### config.mk
export PLATFORM = sky130hd
export DESIGN_NAME = kbd_scan_buffer
export DESIGN_NICKNAME = d
export VERILOG_FILES = /design/src/rtl/kbq_pkg.sv /design/src/rtl/kbq_store.sv /design/src/rtl/kbq_ctl.sv /design/src/rtl/kbd_scan_buffer.sv
export SDC_FILE = /design/constraint.sdc
export NUM_CORES = 1
export LEC_CHECK = 0
export BUFFER_PORTS_ARGS = -buffer_cell sky130_fd_sc_hd__buf_4
export CAP_MARGIN = 40
export CORE_MARGIN = 2
export CORE_UTILIZATION = 54
export CTS_CLUSTER_SIZE = 8
export DETAILED_ROUTE_END_ITERATION = 16
export GPL_TIMING_DRIVEN = 0
export HOLD_SLACK_MARGIN = 0.05
export PLACE_DENSITY_LB_ADDON = 0.05
export SYNTH_ARGS = -nofsm -noshare
export SYNTH_HDL_FRONTEND = slang
export SYNTH_SLANG_ARGS = --single-unit
### constraint.sdc
create_clock -name clk -period 2.32 [get_ports clk]
set_clock_uncertainty 0.2 [all_clocks]
set_input_delay 0.232 -clock clk [delete_from_list [all_inputs] [get_ports clk]]
set_output_delay 0.232 -clock clk [all_outputs]
set_load 0.05 [all_outputs]
### src/rtl/kbq_pkg.sv
package kbq_pkg;

  // Next slot index in a ring of the given depth.
  function automatic int unsigned ring_step(input int unsigned idx, input int unsigned depth);
    return (idx + 1 == depth) ? 0 : idx + 1;
  endfunction

  // Occupancy after one cycle with optional insert and remove.
  function automatic int unsigned occ_next(input int unsigned occ, input bit ins, input bit rem);
    return occ + (ins ? 1 : 0) - (rem ? 1 : 0);
  endfunction

endpackage

### src/rtl/kbq_store.sv
module kbq_store
  import kbq_pkg::*;
#(
  parameter int DEPTH  = 9,
  parameter int CODE_W = 8
) (
  input  logic              clk,
  input  logic              rst_n,
  input  logic              push,
  input  logic              pop,
  input  logic [CODE_W-1:0] din,
  output logic [CODE_W-1:0] head,
  output logic              has_data,
  output logic              full
);
  localparam int PTR_W = (DEPTH > 1) ? $clog2(DEPTH) : 1;
  localparam int CNT_W = $clog2(DEPTH + 1);

  logic [CODE_W-1:0] slot [DEPTH];
  logic [PTR_W-1:0]  wr_idx, rd_idx;
  logic [CNT_W-1:0]  occ;

  for (genvar i = 0; i < DEPTH; i++) begin : g_slot
    always_ff @(posedge clk) begin
      if (push && wr_idx == PTR_W'(i)) slot[i] <= din;
    end
  end

  always_ff @(posedge clk) begin
    if (!rst_n) begin
      wr_idx <= '0;
      rd_idx <= '0;
      occ    <= '0;
    end else begin
      if (push) wr_idx <= PTR_W'(ring_step(int'(wr_idx), DEPTH));
      if (pop)  rd_idx <= PTR_W'(ring_step(int'(rd_idx), DEPTH));
      occ <= CNT_W'(occ_next(int'(occ), push, pop));
    end
  end

  assign has_data = (occ != '0);
  assign full     = (occ == CNT_W'(DEPTH));
  assign head     = has_data ? slot[rd_idx] : '0;

  assert_occ_bound_R6: assert property (@(posedge clk) disable iff (!rst_n)
    occ <= CNT_W'(DEPTH));
  assert_no_write_full_R6: assert property (@(posedge clk) disable iff (!rst_n)
    !(push && full && !pop));
  assert_no_pop_empty_R5: assert property (@(posedge clk) disable iff (!rst_n)
    !(pop && !has_data));
endmodule

### src/rtl/kbq_ctl.sv
module kbq_ctl (
  input  logic clk,
  input  logic rst_n,
  input  logic ev_valid,
  input  logic rd_stb,
  input  logic has_data,
  input  logic full,
  output logic push_ok,
  output logic pop_ok,
  output logic ready,
  output logic ack,
  output logic ovf
);
  logic drop_ev;

  assign pop_ok  = rd_stb && has_data;
  assign push_ok = ev_valid && (!full || pop_ok);
  assign drop_ev = ev_valid && !push_ok;

  always_ff @(posedge clk) begin
    if (!rst_n) begin
      ready <= 1'b0;
      ack   <= 1'b0;
      ovf   <= 1'b0;
    end else begin
      ready <= rd_stb ? 1'b0 : has_data;
      ack   <= pop_ok;
      if (drop_ev) ovf <= 1'b1;
    end
  end

  assert_read_drops_ready_R4: assert property (@(posedge clk) disable iff (!rst_n)
    rd_stb |=> !ready);
  assert_ovf_sticky_R6: assert property (@(posedge clk) disable iff (!rst_n)
    ovf |=> ovf);
  assert_ready_has_code_R2: assert property (@(posedge clk) disable iff (!rst_n)
    ready |-> has_data);
  assert_drop_only_full_R7: assert property (@(posedge clk) disable iff (!rst_n)
    (ev_valid && full && rd_stb) |=> $stable(ovf));
endmodule

### src/rtl/kbd_scan_buffer.sv
module kbd_scan_buffer #(
  parameter int DEPTH  = 9,
  parameter int CODE_W = 8
) (
  input  logic              clk,
  input  logic              rst_n,
  input  logic              ev_valid,
  input  logic [CODE_W-1:0] ev_code,
  input  logic              rd_stb,
  output logic [CODE_W-1:0] rd_data,
  output logic              key_ready,
  output logic              key_ack,
  output logic              ovf_flag
);
  logic push_ok, pop_ok, has_data, full;

  kbq_ctl u_ctl (
    .clk(clk), .rst_n(rst_n), .ev_valid(ev_valid), .rd_stb(rd_stb),
    .has_data(has_data), .full(full), .push_ok(push_ok), .pop_ok(pop_ok),
    .ready(key_ready), .ack(key_ack), .ovf(ovf_flag)
  );

  kbq_store #(.DEPTH(DEPTH), .CODE_W(CODE_W)) u_store (
    .clk(clk), .rst_n(rst_n), .push(push_ok), .pop(pop_ok), .din(ev_code),
    .head(rd_data), .has_data(has_data), .full(full)
  );

  assert_ack_after_read_R5: assert property (@(posedge clk) disable iff (!rst_n)
    key_ack |-> $past(rd_stb));
  assert_empty_data_zero_R3: assert property (@(posedge clk) disable iff (!rst_n)
    (!has_data) |-> (rd_data == '0));
endmodule

== After elaboration in Yosys (flattened, before gate mapping) ==
Memory sizes are Yosys's and may differ from the RTL's. A register that Yosys moved wholly into a read port is not among the register bits.
Cells that the tools add are included.
Word-level totals
  input bits: 12
  memories kept: 1
  output and inout bits: 11
  word-level logic and storage cells: 98
  register bits after elaboration: 15
  RAM bits: 72
Operators by class
  $add $sub $neg: 4
  reduce and logical (&&, ||, !) cells: 26
  bitwise logic cells: 1
  equal/unequal tests: 11
  muxes and demuxes: 49
Memory list
  u_store.slot: depth 9, bits a word 8, rd ports 1, clocked after Yosys merged registers in 1, write ports 1, line kbq_store.sv:19  | logic [CODE_W-1:0] slot [DEPTH];
Operators with widths (number)
  $mux W8: 9
  $reduce_or A8 Y1: 8
  $mux W4: 12
  $mux W1: 28
  $eq A4 B3 Y1 const B: 4
  $logic_and A1 B1 Y1: 12
  $add A4 B1 Y5 const B: 2
  $eq A5 B4 Y1 const B: 2
  $eq A4 B2 Y1 const B: 2
  $eq A4 B4 Y1 const B: 2
  $add A4 B4 Y4: 1
  $eq A4 B1 Y1 const B: 1
  $logic_not A4 Y1: 1
  $reduce_bool A4 Y1: 1
  $sub A4 B4 Y4: 1
  $logic_not A1 Y1: 2
  $reduce_or A2 Y1: 1
  $logic_or A1 B1 Y1: 1
  $not A1 Y1: 1

== Logic depth before layout (Yosys ltp) ==
  depth in word-level cells: 16
  gate-level depth with buffers: 10
  depth with buffers taken out: 10

== Hierarchy ==
Synthesis repeated with hierarchy kept, for this count alone.
Unflattened totals
  cell total of the unflattened synthesis: 236
  area total of the unflattened synthesis: 3774.9 µm²
By module, submodules not included
  kbq_store: area an instance 3669.8 µm², cells an instance 226, instances 1
  kbq_ctl: area an instance 105.1 µm², cells an instance 10, instances 1

== Worst setup path after synthesis ==
No wires, ideal clock.
  kind: flip-flop to output port
  start point: register (tool-made name)
  end point: output rd_data[0]
  arrival time: 2.030 ns
  slack: -0.142 ns
  cell stages (with the launch flop): 6
  cells stage by stage: dfxtp_1 -> buf_6 -> buf_12 -> mux4_1 -> o22ai_1 -> nor3_1
RTL lines
  end: declaration: line kbd_scan_buffer.sv:10  | output logic [CODE_W-1:0] rd_data,

==> metrics.csv <==
stage,metric,value,unit
status,outcome,finished with violations,
status,failing checks,setup timing,
timing,Post-Route Setup TNS,-0.0633,ns
synth,synth warn,0,
final_layout,Final Cell Area,4510,um^2
global_routing,initial antenna violation count,0,
critical_path,"slowest stage delay, CP",0.49,ns
placement,Placer Congestion,0.720,
placement,placed cell areas,4090,um^2
floorplan,Die W,87.7,um
critical_path,crit path max fanout,5,
timing,fmax,426,MHz
final_layout,"commonest cells after routing, fill and taps aside","edfxtp_1 (72), buf_4 (20), dfxtp_1 (16)",
synth,number of synthesized flops with an enable pin,72,
final_layout,layout cells sized above 1,0.301,
critical_path,reg-to-reg setup timing slack,0.11,ns
floorplan,Initial Utilization,0.556,
final_layout,Final Util,0.664,
clocking,CTS HTree Levels,3,
synth,Async SR Flop Fraction,0,
routing,final WL,7330,um
critical_path,CP bufs+invs,3,
routing,routed vias,2107,
global_routing,GRT Total Usage,0.211,
routing,DRC,0,
synth,Netlist cell types,40,
timing,normalized max-slew margin,0.618,
routing,wl on met1,3410,um
floorplan,Die Height,87.7,um
worst_hold_path,launch point of the worst hold path,u_ctl.ovf$_SDFFE_PN0P_,
power,cell internal pwr,2.99,mW
final_layout,n_diodes,0,
final_layout,Filler Cells Inserted,498,
synth,Netlist Area Pre-Place,3780,um^2
placement,port bufs,22,
synth,ys flop type,edfxtp_1,
timing,final worst setup slack,-0.0280,ns
routing,Detail Route met2 WL,3590,um
critical_path,Startpoint Class,register,
critical_path,R2R cell count,9,
synth,Syn Nets,259,
critical_path,CP Cell Sequence,buf_8 > buf_16 > mux4_2 > o22ai_1 > nor3_1 > buf_4,
critical_path,WP data arrival,1.92,ns
placement,Placed Cells incl. Taps,352,
critical_path,worst setup path category,reg -> out,
power,register share of total power,0.434,
worst_hold_path,Hold Crit Endpoint,u_ctl.ovf$_SDFFE_PN0P_,
clocking,TritonCTS Sinks,91,
timing,Pins Over Slew Limit,0,
power,VDD IR max,0.509,mV
routing,drt initial violations,105,
worst_hold_path,path type of the worst min-delay path,reg -> reg,
floorplan,die area,7690,um^2
synth,register area share after synthesis,0.673,
power,P_sw,1.38,mW
routing,First-pass DRT Iterations,4,
critical_path,Worst setup EP type,output port,
floorplan,io pins,23,
power,Tot Pwr,4.37,mW
final_layout,nets,306,
clocking,TritonCTS buffer count,9,
timing,setup violators final,3,
clocking,Root Driver,clkbuf_8,
global_routing,number of global-route vias before repair,2193,
final_layout,"most common cell after layout, fill and taps aside",edfxtp_1,
worst_hold_path,Hold Path Depth,2,
power,switch share,0.316,
critical_path,Reg-to-Reg Start,u_store.occ[2]$_SDFF_PN0_,
placement,post-DP HPWL,4550,um
final_layout,Layout Cells excl Fill,382,
timing,WHS,0.281,ns
power,Power Density,969,nW/um^2
final_layout,Register Area,2550,um^2
clocking,clock slew at reported path FFs,0.09,ns
placement,Place WS,-0.0961,ns
global_routing,first-pass GRT wire length,11600,um
job,Max Cap Violations,0,
clocking,CTS tree,built,
power,Comb pwr share,0.321,
timing,Worst Tran Pin Value,0.573,ns
timing,Final Hold Fails,0,
critical_path,FF-to-FF End,u_store.occ[1]$_SDFF_PN0_,
floorplan,Cell Rows,30,
global_routing,gr ovfl total,0,
routing,WL/cell,19.2,um
global_routing,largest net degree at the start of global routing,16,
critical_path,Required @ worst endpoint,1.89,ns
floorplan,total core area,6790,um^2
routing,Final ANT Viol Nets,0,
critical_path,Worst path slowest cell,mux4_2,
timing,Tmin final,2.35,ns
synth,cells after synthesis,234,
clocking,worst-skew pair later-pin latency,0.35,ns
critical_path,Top Family by Delay on Critical Path,multiplexers,
timing,Final Cycle Share,1.01,
synth,syn_area_per_cell,16.2,um^2
clocking,Max Root-Sink Buffers,2,
final_layout,post-synthesis to final-layout area growth,19.3,%
power,clock network power share,0.245,
final_layout,Multi-input gate area,1170,um^2
routing,Top Metal Used,met4,
synth,post-synthesis register bit count,91,
power,Lkg Pwr,1.58,nW
routing,DR vias/cell,5.52,
routing,WL met3,247,um
timing,RSZ-0062 raised after global routing,true,
[worst max path at each step]
stage,start,endpoint,cells past startpoint
floorplan,register,rd_data[4],5
global placement,u_store.occ[2]$_SDFF_PN0_,u_store.occ[3]$_SDFF_PN0_,10
detailed placement,u_store.occ[2]$_SDFF_PN0_,u_store.occ[3]$_SDFF_PN0_,10
CTS,register,rd_data[5],6
global route,register,rd_data[4],6
finish,register,rd_data[4],6
[Yosys cell counts (all sizes together), types with 4 or more instances]
cell type / n / area share
edfxtp: 72 / 0.57
dfxtp: 19 / 0.10
mux4: 16 / 0.11
inv: 14 / 0.014
a21oi: 12 / 0.016
ha: 12 / 0.040
nor2: 10 / 0.0099
nor3: 9 / 0.012
nor2b: 8 / 0.013
nand2: 7 / 0.0076
o22ai: 7 / 0.012
and2: 5 / 0.0083
and3: 5 / 0.0083
nand3: 5 / 0.0066
buf: 4 / 0.011
o21ai: 4 / 0.0053
[worst reg2reg max path, cell delays in order, from the launching register on]
cell and delay [ns]:
dfxtp_1 0.30, inv_1 0.09, ha_1 0.18, or3b_4 0.41
nand3_2 0.11, o21ai_0 0.09, ha_2 0.19, inv_1 0.06
fa_1 0.41, nor2_1 0.11
[layer usage]
layer	vias to the layer above	GRT usage
met1	1062	0.295
met3	7	0.0358
met4	0	0.0867
met5	-	0
li1	991	-
met2	47	0.335
[registers in the layout, indices dropped and copies added, names as in the netlist, named ones only]
| register | cells |
|---|---|
| u_store.slot | 72 |
| u_ctl.ready | 1 |
| u_ctl.ack | 1 |
| u_store.occ | 4 |
| u_store.rd_idx | 4 |
| u_store.wr_idx | 4 |
| u_ctl.ovf | 1 |
[power by group through the flow]
stage / logic, mW / registers (mW) / clock network (mW)
after global placement: 1.18 / 1.93 / 0
after floorplan: 0.856 / 1.94 / 0
final: 1.40 / 1.90 / 1.07
after CTS: 1.34 / 1.89 / 1.09
after detailed placement: 1.20 / 1.93 / 0
after global routing: 1.50 / 1.91 / 1.15
[cell type report]
type,count,share of cell area
clock buffer,14,0.0419
clock inverter,2,0.00361
buffer,4,0.0103
tap,96,0.0266
inverter,15,0.0125
sequential,91,0.564
multi-input combinational,121,0.259
timing repair buffer,39,0.0821
[kinds of logic after synthesis]
logic type	share of synthesized area
compound gates	0.0513
simple gates	0.0814
buf+inv	0.0285
fa+ha+maj	0.0450
mux	0.112
flops	0.673
xor+xnor	0.00927
[repair_timing]
action | in CTS | in global routing
pin swaps | 3 | 5
hold endpoints to repair | 81 | 0
hold buffers | 11 | 0
setup endpoints to repair | 11 | 43
resized for setup | 24 | 19
gates cloned | 1 | 0
setup buffers | 2 | 3
(Power assumes the default switching activity.)
